**config.mk**
```make
export PLATFORM = sky130hd
export DESIGN_NAME = serial_port
export DESIGN_NICKNAME = d
export VERILOG_FILES = /design/src/rtl/serial_pkg.sv /design/src/rtl/serial_fifo.sv /design/src/rtl/serial_ctrl.sv /design/src/rtl/serial_datapath.sv /design/src/rtl/serial_port.sv
export SDC_FILE = /design/constraint.sdc
export NUM_CORES = 1
export LEC_CHECK = 0
export BUFFER_PORTS_ARGS = -buffer_cell sky130_fd_sc_hd__clkbuf_2
export CORE_ASPECT_RATIO = 0.8
export CORE_MARGIN = 10
export CORE_UTILIZATION = 35
export DETAILED_ROUTE_END_ITERATION = 16
export PLACE_DENSITY = 0.61
export SLEW_MARGIN = 20
export SYNTH_ARGS = -nofsm -noshare
export SYNTH_HDL_FRONTEND = slang
export SYNTH_SLANG_ARGS = --single-unit
export TNS_END_PERCENT = 1
```
**constraint.sdc**
```tcl
create_clock -name clk -period 6.9 [get_ports clk]
set_input_delay 1.38 -clock clk [delete_from_list [all_inputs] [get_ports clk]]
set_output_delay 1.38 -clock clk [all_outputs]
set_load 0.05 [all_outputs]
```
**src/rtl/serial_pkg.sv**
```systemverilog
package serial_pkg;
  localparam int FRAME_W = 12;

  typedef struct packed {
    logic txLoad;
    logic txShift;
    logic rxClear;
    logic rxData;
    logic rxPar;
    logic rxStop1;
    logic rxStop2;
    logic rxPush;
  } strobe_t;

  typedef struct packed {
    logic       brk;
    logic       frame;
    logic       parity;
    logic [7:0] data;
  } rxEntry_t;
endpackage

```
**src/rtl/serial_fifo.sv**
```systemverilog
module serial_fifo #(
  parameter int W     = 8,
  parameter int DEPTH = 16,
  localparam int AW   = $clog2(DEPTH),
  localparam int CW   = $clog2(DEPTH + 1)
) (
  input  logic          clk,
  input  logic          rstN,
  input  logic          en,
  input  logic          push,
  input  logic          pop,
  input  logic [W-1:0]  din,
  output logic [W-1:0]  dout,
  output logic [CW-1:0] count,
  output logic          full,
  output logic          empty
);
  logic [W-1:0]  mem [DEPTH];
  logic [AW-1:0] wrPtr, rdPtr;
  logic          doPush, doPop;

  assign full   = en ? (count == CW'(DEPTH)) : (count != '0);
  assign empty  = (count == '0);
  assign doPush = push && !full;
  assign doPop  = pop && !empty;
  assign dout   = mem[rdPtr];

  always_ff @(posedge clk) begin
    if (doPush) mem[wrPtr] <= din;
  end

  always_ff @(posedge clk) begin
    if (!rstN) begin
      wrPtr <= '0;
      rdPtr <= '0;
      count <= '0;
    end else begin
      if (doPush) wrPtr <= (wrPtr == AW'(DEPTH - 1)) ? '0 : wrPtr + 1'b1;
      if (doPop)  rdPtr <= (rdPtr == AW'(DEPTH - 1)) ? '0 : rdPtr + 1'b1;
      count <= count + CW'(doPush) - CW'(doPop);
    end
  end
endmodule

```
**src/rtl/serial_ctrl.sv**
```systemverilog
module serial_ctrl
  import serial_pkg::*;
#(
  parameter int DIV_W = 16
) (
  input  logic             clk,
  input  logic             rstN,
  input  logic [DIV_W-1:0] divisor,
  input  logic             clkHalf,
  input  logic [1:0]       dataLen,
  input  logic             parityEn,
  input  logic             twoStop,
  input  logic             txEmpty,
  input  logic             rxBit,
  input  logic             rxBreak,
  output strobe_t          st
);
  typedef enum logic [2:0] {RX_IDLE, RX_START, RX_BITS, RX_DONE, RX_WAIT} rxState_t;

  logic             pre, en, tick;
  logic [DIV_W-1:0] cnt, divEff;
  logic [3:0]       nData, txLast, rxLast;
  logic             txBusy;
  logic [3:0]       txOs, txIdx, rxOs, rxIdx;
  rxState_t         rxState;
  logic             sampleNow;

  // baud tick
  assign divEff = (divisor == '0) ? DIV_W'(1) : divisor;
  assign en     = !clkHalf || pre;
  assign tick   = en && (cnt >= divEff - DIV_W'(1));

  always_ff @(posedge clk) begin
    if (!rstN) begin
      pre <= 1'b0;
      cnt <= '0;
    end else begin
      pre <= ~pre;
      cnt <= tick ? '0 : (en ? cnt + 1'b1 : cnt);
    end
  end

  assign nData  = 4'd5 + {2'b0, dataLen};
  assign txLast = nData + {3'b0, parityEn} + 4'd1 + {3'b0, twoStop};
  assign rxLast = nData + {3'b0, parityEn} + {3'b0, twoStop};

  always_comb begin
    st = '0;
    st.txLoad  = !txBusy && tick && !txEmpty;
    st.txShift = txBusy && tick && (txOs == 4'd15);
    st.rxClear = (rxState == RX_IDLE) && tick && !rxBit;
    sampleNow  = (rxState == RX_BITS) && tick && (rxOs == 4'd15);
    if (sampleNow) begin
      if (rxIdx < nData)                              st.rxData  = 1'b1;
      else if (parityEn && rxIdx == nData)            st.rxPar   = 1'b1;
      else if (rxIdx == nData + {3'b0, parityEn})     st.rxStop1 = 1'b1;
      else                                            st.rxStop2 = 1'b1;
    end
    st.rxPush = (rxState == RX_DONE);
  end

  // transmit sequencing
  always_ff @(posedge clk) begin
    if (!rstN) begin
      txBusy <= 1'b0;
      txOs   <= '0;
      txIdx  <= '0;
    end else if (st.txLoad) begin
      txBusy <= 1'b1;
      txOs   <= '0;
      txIdx  <= '0;
    end else if (txBusy && tick) begin
      txOs <= txOs + 1'b1;
      if (txOs == 4'd15) begin
        if (txIdx == txLast) txBusy <= 1'b0;
        else                 txIdx  <= txIdx + 1'b1;
      end
    end
  end

  // receive sequencing
  always_ff @(posedge clk) begin
    if (!rstN) begin
      rxState <= RX_IDLE;
      rxOs    <= '0;
      rxIdx   <= '0;
    end else begin
      case (rxState)
        RX_IDLE: if (st.rxClear) begin
          rxState <= RX_START;
          rxOs    <= '0;
        end
        RX_START: if (tick) begin
          if (rxOs == 4'd7) begin
            if (rxBit) rxState <= RX_IDLE;
            else begin
              rxState <= RX_BITS;
              rxOs    <= '0;
              rxIdx   <= '0;
            end
          end else rxOs <= rxOs + 1'b1;
        end
        RX_BITS: if (tick) begin
          rxOs <= rxOs + 1'b1;
          if (rxOs == 4'd15) begin
            if (rxIdx == rxLast) rxState <= RX_DONE;
            else                 rxIdx   <= rxIdx + 1'b1;
          end
        end
        RX_DONE: rxState <= rxBreak ? RX_WAIT : RX_IDLE;
        RX_WAIT: if (rxBit) rxState <= RX_IDLE;
        default: rxState <= RX_IDLE;
      endcase
    end
  end
endmodule

```
**src/rtl/serial_datapath.sv**
```systemverilog
module serial_datapath
  import serial_pkg::*;
#(
  parameter int DEPTH = 16,
  localparam int CW   = $clog2(DEPTH + 1),
  localparam int EW   = $bits(rxEntry_t)
) (
  input  logic          clk,
  input  logic          rstN,
  input  strobe_t       st,
  input  logic [1:0]    dataLen,
  input  logic          parityEn,
  input  logic          parityOdd,
  input  logic          txFifoEn,
  input  logic          rxFifoEn,
  input  logic [2:0]    rxTrig,
  input  logic          breakCtl,
  input  logic          txWrite,
  input  logic [7:0]    txData,
  output logic          txFull,
  output logic          txEmpty,
  output logic          txd,
  input  logic          rxd,
  output logic          rxBit,
  output logic          rxBreak,
  input  logic          rxRead,
  output logic [7:0]    rxData,
  output logic          rxErrParity,
  output logic          rxErrFrame,
  output logic          rxErrBreak,
  output logic          rxEmpty,
  output logic [CW-1:0] rxCount,
  output logic          rxIrq,
  output logic          overrun,
  input  logic          ovrClr
);
  logic [7:0]         txHead, mask, rxAligned, rxShift;
  logic [3:0]         nData;
  logic [FRAME_W-1:0] frame, txShreg;
  logic               txPar, rxMeta, rxParBit, rxFe, rxAny, rxFull;
  rxEntry_t           newEntry, head;
  logic [EW-1:0]      headRaw;
  logic [2:0]         lvl;
  logic [CW-1:0]      thr;

  assign nData = 4'd5 + {2'b0, dataLen};
  assign mask  = 8'hFF >> (2'd3 - dataLen);

  serial_fifo #(.W(8), .DEPTH(DEPTH)) txQ (
    .clk(clk), .rstN(rstN), .en(txFifoEn), .push(txWrite), .pop(st.txLoad),
    .din(txData), .dout(txHead), .count(), .full(txFull), .empty(txEmpty));

  always_comb begin
    txPar = ^(txHead & mask) ^ parityOdd;
    frame = '1;
    for (int j = 0; j < FRAME_W; j++) begin
      if (j == 0)                                   frame[j] = 1'b0;
      else if (j <= int'(nData))                    frame[j] = txHead[3'(j - 1)];
      else if (parityEn && j == int'(nData) + 1)    frame[j] = txPar;
    end
  end

  always_ff @(posedge clk) begin
    if (!rstN)           txShreg <= '1;
    else if (st.txLoad)  txShreg <= frame;
    else if (st.txShift) txShreg <= {1'b1, txShreg[FRAME_W-1:1]};
  end
  assign txd = !breakCtl && txShreg[0];

  // receive capture
  always_ff @(posedge clk) begin
    if (!rstN) begin
      rxMeta <= 1'b1;
      rxBit  <= 1'b1;
    end else begin
      rxMeta <= rxd;
      rxBit  <= rxMeta;
    end
  end

  always_ff @(posedge clk) begin
    if (!rstN || st.rxClear) begin
      rxShift  <= '0;
      rxParBit <= 1'b0;
      rxFe     <= 1'b0;
      rxAny    <= 1'b0;
    end else begin
      if (st.rxData)  rxShift  <= {rxBit, rxShift[7:1]};
      if (st.rxPar)   rxParBit <= rxBit;
      if (st.rxStop1) rxFe     <= !rxBit;
      if (st.rxData || st.rxPar || st.rxStop1 || st.rxStop2) rxAny <= rxAny | rxBit;
    end
  end

  assign rxAligned       = rxShift >> (2'd3 - dataLen);
  assign rxBreak         = !rxAny;
  assign newEntry.data   = rxAligned;
  assign newEntry.parity = parityEn && (rxParBit != (^rxAligned ^ parityOdd));
  assign newEntry.frame  = rxFe;
  assign newEntry.brk    = !rxAny;

  serial_fifo #(.W(EW), .DEPTH(DEPTH)) rxQ (
    .clk(clk), .rstN(rstN), .en(rxFifoEn), .push(st.rxPush), .pop(rxRead),
    .din(newEntry), .dout(headRaw), .count(rxCount), .full(rxFull), .empty(rxEmpty));

  assign head        = headRaw;
  assign rxData      = head.data;
  assign rxErrParity = head.parity;
  assign rxErrFrame  = head.frame;
  assign rxErrBreak  = head.brk;

  always_ff @(posedge clk) begin
    if (!rstN || ovrClr)          overrun <= 1'b0;
    else if (st.rxPush && rxFull) overrun <= 1'b1;
  end

  assign lvl   = (rxTrig == 3'd0) ? 3'd1 : rxTrig;
  assign thr   = CW'((int'(lvl) * DEPTH) / 8);
  assign rxIrq = rxFifoEn ? (rxCount >= thr) : rxFull;
endmodule

```
**src/rtl/serial_port.sv**
```systemverilog
module serial_port
  import serial_pkg::*;
#(
  parameter int DEPTH = 16,
  parameter int DIV_W = 16,
  localparam int CW   = $clog2(DEPTH + 1)
) (
  input  logic             clk,
  input  logic             rstN,
  input  logic [DIV_W-1:0] divisor,
  input  logic             clkHalf,
  input  logic [1:0]       dataLen,
  input  logic             parityEn,
  input  logic             parityOdd,
  input  logic             twoStop,
  input  logic             txFifoEn,
  input  logic             rxFifoEn,
  input  logic [2:0]       rxTrig,
  input  logic             breakCtl,
  input  logic             txWrite,
  input  logic [7:0]       txData,
  output logic             txFull,
  output logic             txd,
  input  logic             rxd,
  input  logic             rxRead,
  output logic [7:0]       rxData,
  output logic             rxErrParity,
  output logic             rxErrFrame,
  output logic             rxErrBreak,
  output logic             rxEmpty,
  output logic [CW-1:0]    rxCount,
  output logic             rxIrq,
  output logic             overrun,
  input  logic             ovrClr
);
  strobe_t st;
  logic    txEmpty, rxBit, rxBreak;

  serial_ctrl #(.DIV_W(DIV_W)) ctrl (
    .clk(clk), .rstN(rstN), .divisor(divisor), .clkHalf(clkHalf),
    .dataLen(dataLen), .parityEn(parityEn), .twoStop(twoStop),
    .txEmpty(txEmpty), .rxBit(rxBit), .rxBreak(rxBreak), .st(st));

  serial_datapath #(.DEPTH(DEPTH)) dp (
    .clk(clk), .rstN(rstN), .st(st), .dataLen(dataLen), .parityEn(parityEn),
    .parityOdd(parityOdd), .txFifoEn(txFifoEn), .rxFifoEn(rxFifoEn),
    .rxTrig(rxTrig), .breakCtl(breakCtl), .txWrite(txWrite), .txData(txData),
    .txFull(txFull), .txEmpty(txEmpty), .txd(txd), .rxd(rxd), .rxBit(rxBit),
    .rxBreak(rxBreak), .rxRead(rxRead), .rxData(rxData),
    .rxErrParity(rxErrParity), .rxErrFrame(rxErrFrame), .rxErrBreak(rxErrBreak),
    .rxEmpty(rxEmpty), .rxCount(rxCount), .rxIrq(rxIrq), .overrun(overrun),
    .ovrClr(ovrClr));
endmodule

```
Word level (Yosys, flattened, before mapping)

Memory sizes are Yosys's and may differ from the RTL's. A register that Yosys moved wholly into a read port is not among the register bits.
Index checks and enable logic that the tools add are counted.

Latch bits: 0
Bits in read-only memories: 0
Memory bits (writable): 304
Input port bits: 42
Bits in registers: 89
Logic and storage cells: 247
Memories: 2

$mul: 0
Shifts and indexed selects: 2
$add $sub $neg: 21
Bitwise logic cells: 7
Divide/modulo/power cells: 0
Eq/ne operators: 39
Reduce and logical (&&, ||, !) cells: 66
Mux-type cells: 74
$lt $le $gt $ge: 14

Memory list:

| memory     | depth | bits a word | read ports | clocked after memory_dff | wr ports | line              | RTL |
|---|---|---|---|---|---|---|---|
| dp.rxQ.mem | 16    | 11          | 1          | 1                        | 1        | serial_fifo.sv:18 | `logic [W-1:0] mem [DEPTH];` |
| dp.txQ.mem | 16    | 8           | 1          | 1                        | 1        | serial_fifo.sv:18 |  |

Operators by type and width:

| cell                                                                 | count |
|---|---|
| 4-bit by 32-bit == test with 1-bit output, first input constant      | 4 |
| 5-bit by 32-bit == test with 1-bit output, first input constant      | 4 |
| 4-bit two-way mux                                                    | 19 |
| 3-bit by 32-bit == test with 1-bit output, first input constant      | 2 |
| 1-bit two-way mux                                                    | 37 |
| 4-bit by 1-bit adder with 4-bit output, second input constant        | 9 |
| 2-bit by 32-bit == test with 1-bit output, first input constant      | 1 |
| 3-bit two-way mux                                                    | 10 |
| 1-bit logical AND                                                    | 28 |
| 4-bit == test, second input constant                                 | 6 |
| 12-bit two-way mux                                                   | 2 |
| 16-bit by 1-bit adder with 16-bit output, second input constant      | 1 |
| 4-bit == test                                                        | 4 |
| 16-bit greater-or-equal comparator                                   | 1 |
| 3-bit by 4-bit <= comparator with 1-bit output, first input constant | 4 |
| 4-bit <= comparator, first input constant                            | 4 |
| 16-bit zero test                                                     | 1 |
| 16-bit two-way mux                                                   | 1 |
| 8-bit parity                                                         | 2 |
| 16-bit by 1-bit subtractor with 16-bit output, second input constant | 1 |
| 3-bit case mux with 5 select lines                                   | 1 |
| 7-bit AND reduction                                                  | 2 |
| 4-bit by 1-bit adder with 4-bit output                               | 3 |
| 4-bit case mux with 3 select lines                                   | 1 |
| other kinds (36)                                                     | 75 |

Longest topological paths before layout

Word-level depth: 11
Gate-level depth with buffers: 29
Mapped depth without buffers: 27

Modules after synthesis

Synthesis repeated with hierarchy kept, for this count alone.

Cells, all modules: 1,238
Area total of the unflattened synthesis: 18,036.0 um^2

By module, submodules not included:

| module               | area each (um^2) | sequential area each (um^2) | times used | cells an instance |
|---|---|---|---|---|
| serial_fifo (dp.rxQ) | 7,584.8          | 5,625.4                     | 1          | 382 |
| serial_fifo (dp.txQ) | 5,880.6          | 4,184.0                     | 1          | 313 |
| serial_ctrl          | 2,980.4          | 740.7                       | 1          | 377 |
| serial_datapath      | 1,590.3          | 520.5                       | 1          | 166 |

Worst setup path before layout

No wires, ideal clock.

Path type: input -> register
Start point: input divisor[5]
End point: register dp.txQ.count[4]
Data required time: 6.784 ns
Cell stages on the path: 29
Data arrival time: 6.267 ns
Setup time: 0.116 ns
Path slack: 0.518 ns
Buffers on the path: 2
Cells stage by stage: or3_1 > or2_2 > nor3_1 > nand2_1 > nor2_1 > nor2_1 > ha_1 > nand2_1 > nor2_1 > nand3_1 > xor2_1 > ha_1 > a21o_1 > a21o_1 > a21oi_1 > o22ai_1 > a21oi_1 > clkbuf_1 > nand2b_1 > inv_1 > clkbuf_1 > ha_1 > inv_1 > ha_1 > fa_1 > a21oi_1 > nor2_1 > or3_1 > and3_1

RTL lines:

| what                 | line              | RTL |
|---|---|---|
| from (decl)          | serial_port.sv:10 | `input logic [DIV_W-1:0] divisor,` |
| to (signal assigned) | serial_fifo.sv:40 | `count <= count + CW'(doPush) - CW'(doPop);` |
| to (decl)            | serial_fifo.sv:14 | `output logic [CW-1:0] count,` |

Worst setup path after layout

Start point: input divisor[5]
End point: register dp.txQ.count[4]

Longest elaborated chain between the ends: 9

Ends and longest elaborated chain:

| what                                              | line              | RTL |
|---|---|---|
| 16-bit zero test                                  | serial_ctrl.sv:29 | `assign divEff = (divisor == '0) ? DIV_W'(1) : divisor;` |
| 16-bit two-way mux (*)                            | serial_ctrl.sv:29 |  |
| 16-bit by 1-bit subtractor with 16-bit output (*) | serial_ctrl.sv:31 | `assign tick = en && (cnt >= divEff - DIV_W'(1));` |
| 16-bit greater-or-equal comparator (*)            | serial_ctrl.sv:31 |  |
| 1-bit logical AND (*)                             | serial_ctrl.sv:31 |  |
| 1-bit logical AND (*) (2 in series)               | serial_ctrl.sv:49 | `st.txLoad = !txBusy && tick && !txEmpty;` |
| 1-bit logical AND (*)                             | serial_fifo.sv:25 | `assign doPop = pop && !empty;` |
| 5-bit by 1-bit subtractor with 5-bit output (*)   | serial_fifo.sv:40 |  |

Mark *: on every way between the ends. The rest lies on a longest branch, timed or not.
A chain may end at the register's enable or synchronous reset.

==> run metrics <==
routed via count=9980; die area=59700 um^2; leak pwr=6.55 nW; Setup Fix Bufs, Post-CTS=0; crit path DAT=6.28 ns; drt first-iter violations=798; CTS sink cnt=401; setup slack, reg-to-reg=3.23 ns; Synth Register Bits=401; DP HPWL=24300 um; core area=49700 um^2; Seq/Total Area, Yosys=0.629; worst path bufs/invs=3; # fillers=4579; synth unique cells=56; final hold vios=0; area leader, netlist=edfxtp_1; Initial DRT Pass Iterations=5; setup TNS=0 ns; CP max-delay cell=fa_1; post-CTS resize count=0; Post-layout nets=1383; area fraction of the dominant cell type after synthesis=0.518; Mapped Avg Cell Area=14.8 um^2; WP data required=7.36 ns; Multi-input gate area=6210 um^2; Antenna Cells=0; clk buf depth=3; Peak VDD IR=0.156 mV; final slew viol count=0; internal power=0.00428 W; combinational cell fraction of total power=0.162; Synth area leaders=edfxtp_1 (52%), dfxtp_1 (11%), mux4_2 (10%); I/O pin total=63; critical path's top delay family=simple AND/OR/NAND/NOR gates; Hold Path Class=reg -> reg; WL/cell=18.7 um; Setup crit start=divisor[5]; Seq pwr share=0.464; fmax=172 MHz; Post-CTS Hold Buffers=0; NetSw=0.00163 W; IO buf count=62; row count=73; Post-Route WL=37000 um; dpl cells=1905; Power Total=0.00591 W; CP Max Fanout=11; register area=11100 um^2; Net Sw Frac=0.276; Post-synth top flop=edfxtp_1; first-pass GRT wire length=58300 um; number of synthesized flops with an enable pin=304; unrepaired setup endpoints after global routing=false; share of layout cells above drive strength 1=0.193; max_cap viols=0; CTS tree=done; clock-pin transition on the worst setup and hold timing paths=0.06 ns; yosys warns=0; final setup violation count=0; pwr dens=293 nW/um^2; most common cell after layout, fill and taps aside=edfxtp_1; worst slew margin relative to its limit=0.323; Reg2Reg Depth=17; reg2reg start=ctrl.cnt[0]; highest-count cells in the layout ignoring fill and taps=edfxtp_1 (304), nor2_1 (104), dfxtp_1 (94); status=completed; Worst Tran Pin Value=1.01 ns; Layout Cells excl Fill=1983; Mapped Cells=1187; critical path class=in -> reg; Tmin final=5.82 ns; area grow syn2layout=14.5%; clock root buffer=clkbuf_16; Core Util, Final=0.406; # DRC=0; Async SR Flop Fraction=0; Die H=221 um; vias in the first global route=9919; Num CTS Buffers=42; grt total ovfl=0; Final period util=0.843; crit path launch type=input pin; post-synth net total=1296; vias per cell=5.03; hold-critical path depth=1; Die W=271 um; Hold Crit Start=dp.rxMeta; Clk Latency, worst-skew pair=0.57 ns; Clk pwr share=0.374; largest net degree at the start of global routing=53; Starting Density=0.354; Detail Route Antenna Nets=0; element type at the critical path end=flop; gr usage total=0.124; H-tree depth=2; initial antenna violation count=3; max incr delay on CP=0.40 ns; Cell Area, Synth=17600 um^2; Clock Skew=0.0428 ns; placer congestion estimate=0.776; critical path depth=28
[worst reg2reg max path, delay by kind of cell (launching register included)]
kind                       cells  cell delay [ns]
AOI/OAI and AO/OA              5             0.81
DFF                            1             0.42
buffers and inverters          3             0.29
and+or+nand+nor                5             0.87
adders and majority gates      4             1.20
[cells in the mapped netlist (5+ instances only)]
master	instances
nand3_1	27
nand2b_1	18
dfxtp_1	97
a21boi_0	13
and2_1	15
nor2_1	108
mux4_1	12
clkbuf_1	33
a211oi_1	9
xor2_1	31
edfxtp_1	304
mux2i_1	19
nor2b_1	19
nor3b_1	6
mux4_2	79
ha_1	64
nand2_1	70
a22oi_1	8
a21o_1	8
a21oi_1	23
nor3_1	16
or3_1	9
xnor2_1	38
o21ai_0	29
nand4_1	13
o21a_1	5
and3_1	8
buf_1	7
inv_1	42
[sequential cells by signal (all words and copies together) (netlist names), 3 cells and up, named ones only]
signal,cells
ctrl.txIdx,4
dp.txQ.count,5
dp.txShreg,12
ctrl.cnt,16
ctrl.txOs,4
dp.rxQ.count,5
ctrl.rxState,3
dp.rxQ.wrPtr,4
ctrl.rxOs,4
dp.rxShift,8
dp.txQ.wrPtr,4
dp.rxQ.mem,176
ctrl.rxIdx,4
dp.txQ.mem,128
dp.txQ.rdPtr,4
dp.rxQ.rdPtr,4
[routing by layer]
metal | up-vias | part of all wire | GRT usage
li1 | 4668 | - | -
met3 | 57 | 0.065 | 0.0304
met2 | 265 | 0.44 | 0.189
met1 | 4986 | 0.48 | 0.174
met4 | 4 | 0.019 | 0.0348
met5 | - | 0.00073 | 0
[logic make-up after synthesis]
group	count (synthesis)	share of synthesized area
flops	401	0.629
simple gates	326	0.0892
mux	113	0.132
fa+ha+maj	67	0.0489
buf+inv	89	0.0210
compound gates	120	0.0440
xor+xnor	71	0.0366
[through the flow]
step / instance area [um^2] / setup WS, ns / hold WS (ns)
2_1_floorplan: 17600 / 0.518 / 0.383
3_3_place_gp: 18800 / 0.559 / 0.402
3_5_place_dp: 18800 / 0.495 / 0.414
4_1_cts: 20200 / 1.10 / 0.425
5_1_grt: 20200 / 0.664 / 0.446
6_report: 20200 / 1.08 / 0.419
[layout make-up]
cell class,instances,share of cell area
Tap cell,675,0.0419
Clock buffer,50,0.0547
Clock inverter,28,0.0127
Sequential cell,401,0.549
Timing Repair Buffer,90,0.0258
Multi-Input combinational cell,697,0.308
Inverter,42,0.00782
[worst paths after layout]
check,to
worst min-delay path,dp.rxBit
worst min register to register,dp.rxBit
worst max-delay path,dp.txQ.count[4]
worst max register to register,dp.txQ.count[4]
[power by group through the flow]
stage	clock network, W	registers [W]	logic, W
6_report	0.00221	0.00274	0.000956
5_1_grt	0.00237	0.00276	0.00105
4_1_cts	0.00227	0.00275	0.000968
3_5_place_dp	0	0.00280	0.000964
3_3_place_gp	0	0.00280	0.000947
2_1_floorplan	0	0.00278	0.000728
No activity file was read; power rests on OpenSTA's default activity.
